<file path="config.mk">
export PLATFORM = sky130hd
export DESIGN_NAME = ssp_i2s_bridge
export DESIGN_NICKNAME = d
export VERILOG_FILES = /design/src/rtl/i2sconv_pkg.sv /design/src/rtl/i2sconv_ws_gen.sv /design/src/rtl/i2sconv_rx_pipe.sv /design/src/rtl/i2sconv_neg_retime.sv /design/src/rtl/ssp_i2s_bridge.sv
export SDC_FILE = /design/constraint.sdc
export NUM_CORES = 1
export LEC_CHECK = 0
export BUFFER_PORTS_ARGS = -buffer_cell sky130_fd_sc_hd__buf_2
export CAP_MARGIN = 5
export CORE_UTILIZATION = 39
export CTS_CLUSTER_DIAMETER = 150
export CTS_CLUSTER_SIZE = 10
export DETAILED_ROUTE_END_ITERATION = 8
export PLACE_DENSITY = 0.69
export SLEW_MARGIN = 20
export SYNTH_ARGS = -nofsm -noshare
export SYNTH_HDL_FRONTEND = slang
export SYNTH_HIERARCHICAL = 1
export SYNTH_SLANG_ARGS = --single-unit
export TNS_END_PERCENT = 50
</file>
<file path="constraint.sdc">
create_clock -name clk -period 2.2 [get_ports clk]
set_input_delay 0.11 -clock clk [delete_from_list [all_inputs] [get_ports clk]]
set_output_delay 0.11 -clock clk [all_outputs]
set_load 0.03 [all_outputs]
</file>
<file path="src/rtl/i2sconv_pkg.sv">
// Shared types for the SSP-to-I2S bridge.
package i2sconv_pkg;

    // Progress of the receive delay pipe toward carrying live codec data.
    typedef enum logic [1:0] {
        FILL_EMPTY  = 2'd0,
        FILL_FIRST  = 2'd1,
        FILL_SECOND = 2'd2,
        FILL_LIVE   = 2'd3
    } fill_state_e;

endpackage

</file>
<file path="src/rtl/i2sconv_ws_gen.sv">
// Word-select generator.
// Flips a level on every frame pulse sampled at the rising edge. The result
// can be held back by one extra bit clock. The output is still in the
// rising-edge domain; the caller retimes it onto the falling edge.
// Assumes wsdel_i is static while frames are running.
module i2sconv_ws_gen (
    input  logic clk,
    input  logic rst_n,
    input  logic frame_i,
    input  logic wsdel_i,
    output logic ws_o
);

    logic ws_lvl;
    logic ws_lag;
    logic armed;

    // Flip the channel level on each frame pulse; left (low) after reset.
    always_ff @(posedge clk) begin
        if (!rst_n) ws_lvl <= 1'b0;
        else if (frame_i) ws_lvl <= ~ws_lvl;
    end

    // One-clock alignment stage used when the delayed setting is chosen.
    always_ff @(posedge clk) begin
        if (!rst_n) ws_lag <= 1'b0;
        else ws_lag <= ws_lvl;
    end

    // Marks that at least one cycle has passed since reset, for the checks.
    always_ff @(posedge clk) begin
        if (!rst_n) armed <= 1'b0;
        else armed <= 1'b1;
    end

    // Pick the direct or the delayed level.
    always_comb begin
        ws_o = wsdel_i ? ws_lag : ws_lvl;
    end

    // a frame pulse flips the level.
    p_ws_toggle_r2: assert property (@(posedge clk) disable iff (!rst_n)
        (armed && $past(frame_i)) |-> (ws_lvl != $past(ws_lvl)));

    // without a frame pulse the level holds.
    p_ws_hold_r2: assert property (@(posedge clk) disable iff (!rst_n)
        (armed && !$past(frame_i)) |-> $stable(ws_lvl));

    // in the delayed setting the output trails the level by one clock.
    p_wsdel_r3: assert property (@(posedge clk) disable iff (!rst_n)
        (armed && wsdel_i && $past(wsdel_i)) |-> (ws_o == $past(ws_lvl)));

endmodule

</file>
<file path="src/rtl/i2sconv_rx_pipe.sv">
// Receive delay pipe.
// Samples codec data on the rising edge into a shift register WORD_W-1 deep.
// The output tap moves by one stage with the word-select delay setting, so
// every codec word comes out in the next serial-port frame. The output is
// forced low until the third frame pulse after reset.
// Assumes WORD_W >= 4 and that wsdel_i is static while running.
module i2sconv_rx_pipe
    import i2sconv_pkg::*;
#(
    parameter int WORD_W = 16
) (
    input  logic clk,
    input  logic rst_n,
    input  logic frame_i,
    input  logic wsdel_i,
    input  logic rxd_i,
    output logic bit_o
);

    localparam int DEPTH    = WORD_W - 1;
    localparam int TAP_NEAR = DEPTH - 1;
    localparam int TAP_FAR  = DEPTH - 2;

    logic [DEPTH-1:0] shreg;
    fill_state_e      fill;
    logic             armed;
    logic             tapped;

    // Shift codec samples in on each rising edge.
    always_ff @(posedge clk) begin
        if (!rst_n) shreg <= '0;
        else shreg <= {shreg[DEPTH-2:0], rxd_i};
    end

    // Count frame pulses up to the live state.
    always_ff @(posedge clk) begin
        if (!rst_n) fill <= FILL_EMPTY;
        else if (frame_i && fill != FILL_LIVE) fill <= fill_state_e'(fill + 2'd1);
    end

    // Marks that at least one cycle has passed since reset, for the checks.
    always_ff @(posedge clk) begin
        if (!rst_n) armed <= 1'b0;
        else armed <= 1'b1;
    end

    // Pick the tap that matches the codec's word start for this setting.
    always_comb begin
        tapped = wsdel_i ? shreg[TAP_FAR] : shreg[TAP_NEAR];
    end

    // Hold the serial-port line low until the pipe carries live data.
    always_comb begin
        bit_o = (fill == FILL_LIVE) ? tapped : 1'b0;
    end

    // nothing reaches the serial port before the live state.
    p_quiet_fill_r7: assert property (@(posedge clk) disable iff (!rst_n)
        (fill != FILL_LIVE) |-> (bit_o == 1'b0));

    // the fill state moves only on frame pulses.
    p_fill_step_r7: assert property (@(posedge clk) disable iff (!rst_n)
        (armed && !$past(frame_i)) |-> $stable(fill));

    // the live state is never left without a reset.
    p_fill_live_r7: assert property (@(posedge clk) disable iff (!rst_n)
        (armed && $past(fill) == FILL_LIVE) |-> (fill == FILL_LIVE));

endmodule

</file>
<file path="src/rtl/i2sconv_neg_retime.sv">
// Falling-edge retiming bank.
// Moves WIDTH signals from the rising-edge domain onto falling-edge flops,
// so the outputs change only in the middle of each bit period.
// Reset is synchronous and sampled on the falling edge.
module i2sconv_neg_retime #(
    parameter int WIDTH = 3
) (
    input  logic             clk,
    input  logic             rst_n,
    input  logic [WIDTH-1:0] d_i,
    output logic [WIDTH-1:0] q_o
);

    for (genvar g = 0; g < WIDTH; g++) begin : g_bit
        // Launch one output bit on the falling edge.
        always_ff @(negedge clk) begin
            if (!rst_n) q_o[g] <= 1'b0;
            else q_o[g] <= d_i[g];
        end
    end

endmodule

</file>
<file path="src/rtl/ssp_i2s_bridge.sv">
// SSP-to-I2S frame format bridge (master side).
// Forwards the bit clock to the codec, turns the serial port's frame pulses
// into a level word-select, retimes transmit data, and hands codec data back
// to the serial port one frame late through the receive delay pipe.
// Assumes the frame pulse is one clock wide, one clock before each MSB, and
// that wsdel_i changes only while in reset.
module ssp_i2s_bridge #(
    parameter int WORD_W = 16
) (
    input  logic clk,
    input  logic rst_n,
    input  logic wsdel_i,
    input  logic ssp_frm_i,
    input  logic ssp_txd_i,
    output logic ssp_rxd_o,
    output logic i2s_sck_o,
    output logic i2s_ws_o,
    output logic i2s_txd_o,
    input  logic i2s_rxd_i
);

    localparam int OUT_N  = 3;
    localparam int IDX_WS = 0;
    localparam int IDX_TX = 1;
    localparam int IDX_RX = 2;

    logic             ws_pos;
    logic             tx_pos;
    logic             rx_pos;
    logic [OUT_N-1:0] out_pos;
    logic [OUT_N-1:0] out_neg;

    // Capture transmit data from the serial port on the rising edge.
    always_ff @(posedge clk) begin
        if (!rst_n) tx_pos <= 1'b0;
        else tx_pos <= ssp_txd_i;
    end

    i2sconv_ws_gen u_ws (
        .clk     (clk),
        .rst_n   (rst_n),
        .frame_i (ssp_frm_i),
        .wsdel_i (wsdel_i),
        .ws_o    (ws_pos)
    );

    i2sconv_rx_pipe #(.WORD_W(WORD_W)) u_rx (
        .clk     (clk),
        .rst_n   (rst_n),
        .frame_i (ssp_frm_i),
        .wsdel_i (wsdel_i),
        .rxd_i   (i2s_rxd_i),
        .bit_o   (rx_pos)
    );

    // Gather the rising-edge results for the falling-edge bank.
    always_comb begin
        out_pos         = '0;
        out_pos[IDX_WS] = ws_pos;
        out_pos[IDX_TX] = tx_pos;
        out_pos[IDX_RX] = rx_pos;
    end

    i2sconv_neg_retime #(.WIDTH(OUT_N)) u_retime (
        .clk   (clk),
        .rst_n (rst_n),
        .d_i   (out_pos),
        .q_o   (out_neg)
    );

    // Drive the pins from the falling-edge bank and forward the clock.
    always_comb begin
        i2s_ws_o  = out_neg[IDX_WS];
        i2s_txd_o = out_neg[IDX_TX];
        ssp_rxd_o = out_neg[IDX_RX];
        i2s_sck_o = clk;
    end

endmodule

</file>
# Word level (Yosys, flattened, before mapping)
# Index checks and enable logic that the tools add are counted.
# word_totals
out_inout_bits,4
input_bits,6
regBits,23
word_cells,16
# classes
n_addsub,1
bitwise,1
reduce_logical,2
mux,2
eq_ne,2
# op_table
operator,n
$add 2x1->2 const B,1
$eq 2x2->1 const B,1
$mux 1,2
$ne 2x2->1 const B,1
$reduce_and 2->1,1
$logic_and 1x1->1,1
$not 1->1,1

# Depth between registers and ports, before layout
# depth
word_depth,2
ltp_mapped,3
mapped_depth_nobuf,3

# Hierarchy
# Netlist, hierarchy kept.
# by_module_without_submodules
mod,cells_each,area_per_inst_um2,seq_area_each_um2,n_inst
i2sconv_rx_pipe,43,531.8,340.3,1
i2sconv_neg_retime,7,82.6,60.1,1
i2sconv_ws_gen,6,73.8,40.0,1
ssp_i2s_bridge,3,33.8,20.0,1

==> flow_metrics.py <==
metrics = {
    "run_status": {
        "status": "complete, no violations",
    },
    "routing": {
        "vias": 423,
        "drc": 0,
        "ant_nets": 0,
        "wl_per_cell_um": 9.20,
        "drt-pass1-iter-count": 6,
        "first_iter_violations": 8,
        "finalWirelength_um": 948,
        "vias_per_cell": 4.11,
    },
    "place": {
        "gp_congestion": 0.676,
        "post-dp-hpwl_um": 565,
        "dp.cells": 91,
        "numPortBuffers": 9,
    },
    "worst_setup_path": {
        "end_kind": "output port",
        "crit_fanout": 1,
        "crit_slowest_cell": "dfxtp_1",
        "cp.buffers_inverters": 1,
        "cp.arrival_ns": 2.02,
        "critical_path_cell_count": 1,
        "crit_path_start_kind": "register",
        "rr_worst_depth": 3,
        "worstSetupPathType": "reg -> out",
        "cp.required_ns": 2.09,
        "timing.reg2reg.setup_slack_ns": 0.25,
        "rr_startpoint": "u_rx/fill[0]",
        "cp_cell_sequence": "buf_4",
        "critPathMaxStageDelay_ns": 0.30,
        "startpoint": "u_retime/q_o[0]",
        "cp_top_family": "flip-flops",
    },
    "die": {
        "start_util": 0.418,
        "die-width_um": 45.0,
        "fp.coreArea_mm2": 0.00173,
        "fp.dieH_um": 45.0,
        "rows": 15,
        "die-area_mm2": 0.00203,
        "io_pins": 10,
    },
    "sta": {
        "tightest_slew_ns": 0.314,
        "maxSlewViolCount": 0,
        "hold_viol": 0,
        "finClkSkew_ns": 0.0643,
        "rsz0062_at_grt": "yes",
        "setup_viol": 0,
        "slew_headroom": 0.791,
    },
    "clock_tree": {
        "clk_latency_ns": 0.47,
        "postCtsSetupRepairBufs": 0,
        "clk_pin_slew_ns": 0.12,
        "cts_tree": "built",
    },
    "global_routing": {
        "grt_usage": 0.130,
        "gr-total-overflow": 0,
        "grt_max_degree": 26,
        "grt_pass1_vias": 411,
        "grt_first_pass_wirelength_um": 1700,
        "antenna_found_initial": 0,
    },
    "synth": {
        "netlist.top_cell.by_area": "dfxtp_1",
        "synth-seq-area-share": 0.638,
        "avgSynthCellArea_um2": 12.2,
        "synth_fp_nets": 66,
        "yosysTopAreaCellShare": 0.638,
        "synth.area.top_cells": "dfxtp_1 (64%), and2_2 (12%), and2_1 (7.8%)",
        "synth_seq_cells": 23,
        "synthesis.area_um2": 722,
        "synth_cell_types": 14,
        "yosysWarnings": 6,
        "syn_inst": 59,
    },
    "power_and_ir_drop": {
        "power_frac_comb": 0.048,
        "switching_share": 0.261,
        "total_power_mw": 0.809,
        "p_leak_nw": 0.401,
        "seq_power_share": 0.537,
        "p_int_mw": 0.598,
        "p_clk_frac": 0.415,
        "vdd_drop_max_mv": 0.638,
        "p_per_area_mw_per_mm2": 918,
        "switchingPower_mw": 0.212,
    },
    "final_layout": {
        "nFillCells": 176,
        "multi_input_area_um2": 239,
        "synthToLayoutAreaGrowth_pct": 22.2,
        "layout-drive-gt1-share": 0.359,
        "antenna_cells": 0,
        "nets": 86,
        "stdcell_count": 103,
        "regArea_um2": 460,
    },
    "run": {
        "maxCapViolCount": 0,
    },
    "worst_hold_path": {
        "hold_depth": 3,
        "min_from": "rst_n",
        "hp-class": "in -> reg",
    },
}
cell usage after synthesis, drive strengths merged:
| cell | number |
|---|---|
| nand4bb | 1 |
| buf | 2 |
| mux2 | 1 |
| nand2 | 3 |
| and2 | 21 |
| inv | 1 |
| nor2b | 2 |
| mux2i | 2 |
| dfxtp | 23 |
| o21ai | 1 |
| ha | 1 |
| xor2 | 1 |
final cells by class:
cell class / instances / area share
clock inverters: 4 / 0.0184
clock buffers: 7 / 0.0567
flip-flops and latches: 23 / 0.522
well taps: 25 / 0.0355
multi-input cells: 33 / 0.271
repair buffers: 11 / 0.0965
sequential cells by signal, indices dropped and copies added (netlist names):
register / count
u_ws/ws_lag: 1
u_ws/ws_lvl: 1
tx_pos: 1
u_rx/shreg: 15
u_rx/fill: 2
u_retime/q_o: 3
per-stage QoR:
stage | setup TNS (ns) | util | area [um^2] | setup slack [ns] | hold WS, ns
finish | 0 | 0.511 | 882 | 0.0685 | 0.103
detailed placement | 0 | 0.451 | 779 | 0.216 | 0.277
global route | -0.00684 | 0.511 | 882 | -0.00588 | 0.119
CTS | 0 | 0.502 | 867 | 0.0149 | 0.0908
floorplan | 0 | - | 722 | 0.251 | 0.232
global placement | 0 | 0.451 | 779 | 0.237 | 0.277
worst paths after layout:
| path | end |
|---|---|
| max reg2reg | u_retime/q_o[2] |
| min reg2reg | u_rx/shreg[10] |
| min | u_rx/fill[1] |
| max | i2s_ws_o |
power groups by stage:
stage	sequential (mW)	clock [mW]	combinational, mW
finish	0.434	0.336	0.0388
global route	0.436	0.390	0.0441
CTS	0.434	0.357	0.0381
detailed placement	0.443	0.0686	0.0338
global placement	0.443	0.0686	0.0328
floorplan	0.446	0.0794	0.0193
routing by layer:
| layer | up-vias | share of wire | GRT usage |
|---|---|---|---|
| met1 | 191 | 0.49 | 0.160 |
| met2 | 10 | 0.44 | 0.159 |
| met3 | 3 | 0.042 | 0.0400 |
| met4 | 0 | 0.021 | 0.158 |
| met5 | - | 0 | 0 |
| li1 | 219 | - | - |
layout by cell type, fill, tap and decap left out, types with 2 or more instances in the layout:
master / instances
buf_2: 6
nor2b_1: 2
mux2i_1: 2
buf_6: 2
nand2_1: 3
and2_2: 12
dfxtp_1: 23
clkbuf_4: 6
and2_1: 9
inv_1: 3
dlygate4sd3_1: 3
kinds of logic (layout without fill, tap and decap cells):
logic type               after synthesis  in the layout  share of synthesized area
AND/OR/NAND/NOR                       27             27                      0.251
flip-flops                            23             23                      0.638
multiplexers                           3              3                     0.0433
buffers and inverters                  3             22                     0.0312
adder cells (fa/ha/maj)                1              1                     0.0173
AO/OA/AOI/OAI                          1              1                    0.00693
XOR/XNOR                               1              1                     0.0121
what timing repair did:
item | CTS | global route
endpoints found under the hold margin | 3 | 0
gates resized for setup | 0 | 8
setup endpoints to repair | 0 | 3
hold buffers | 3 | 0
(Power assumes the default switching activity.)
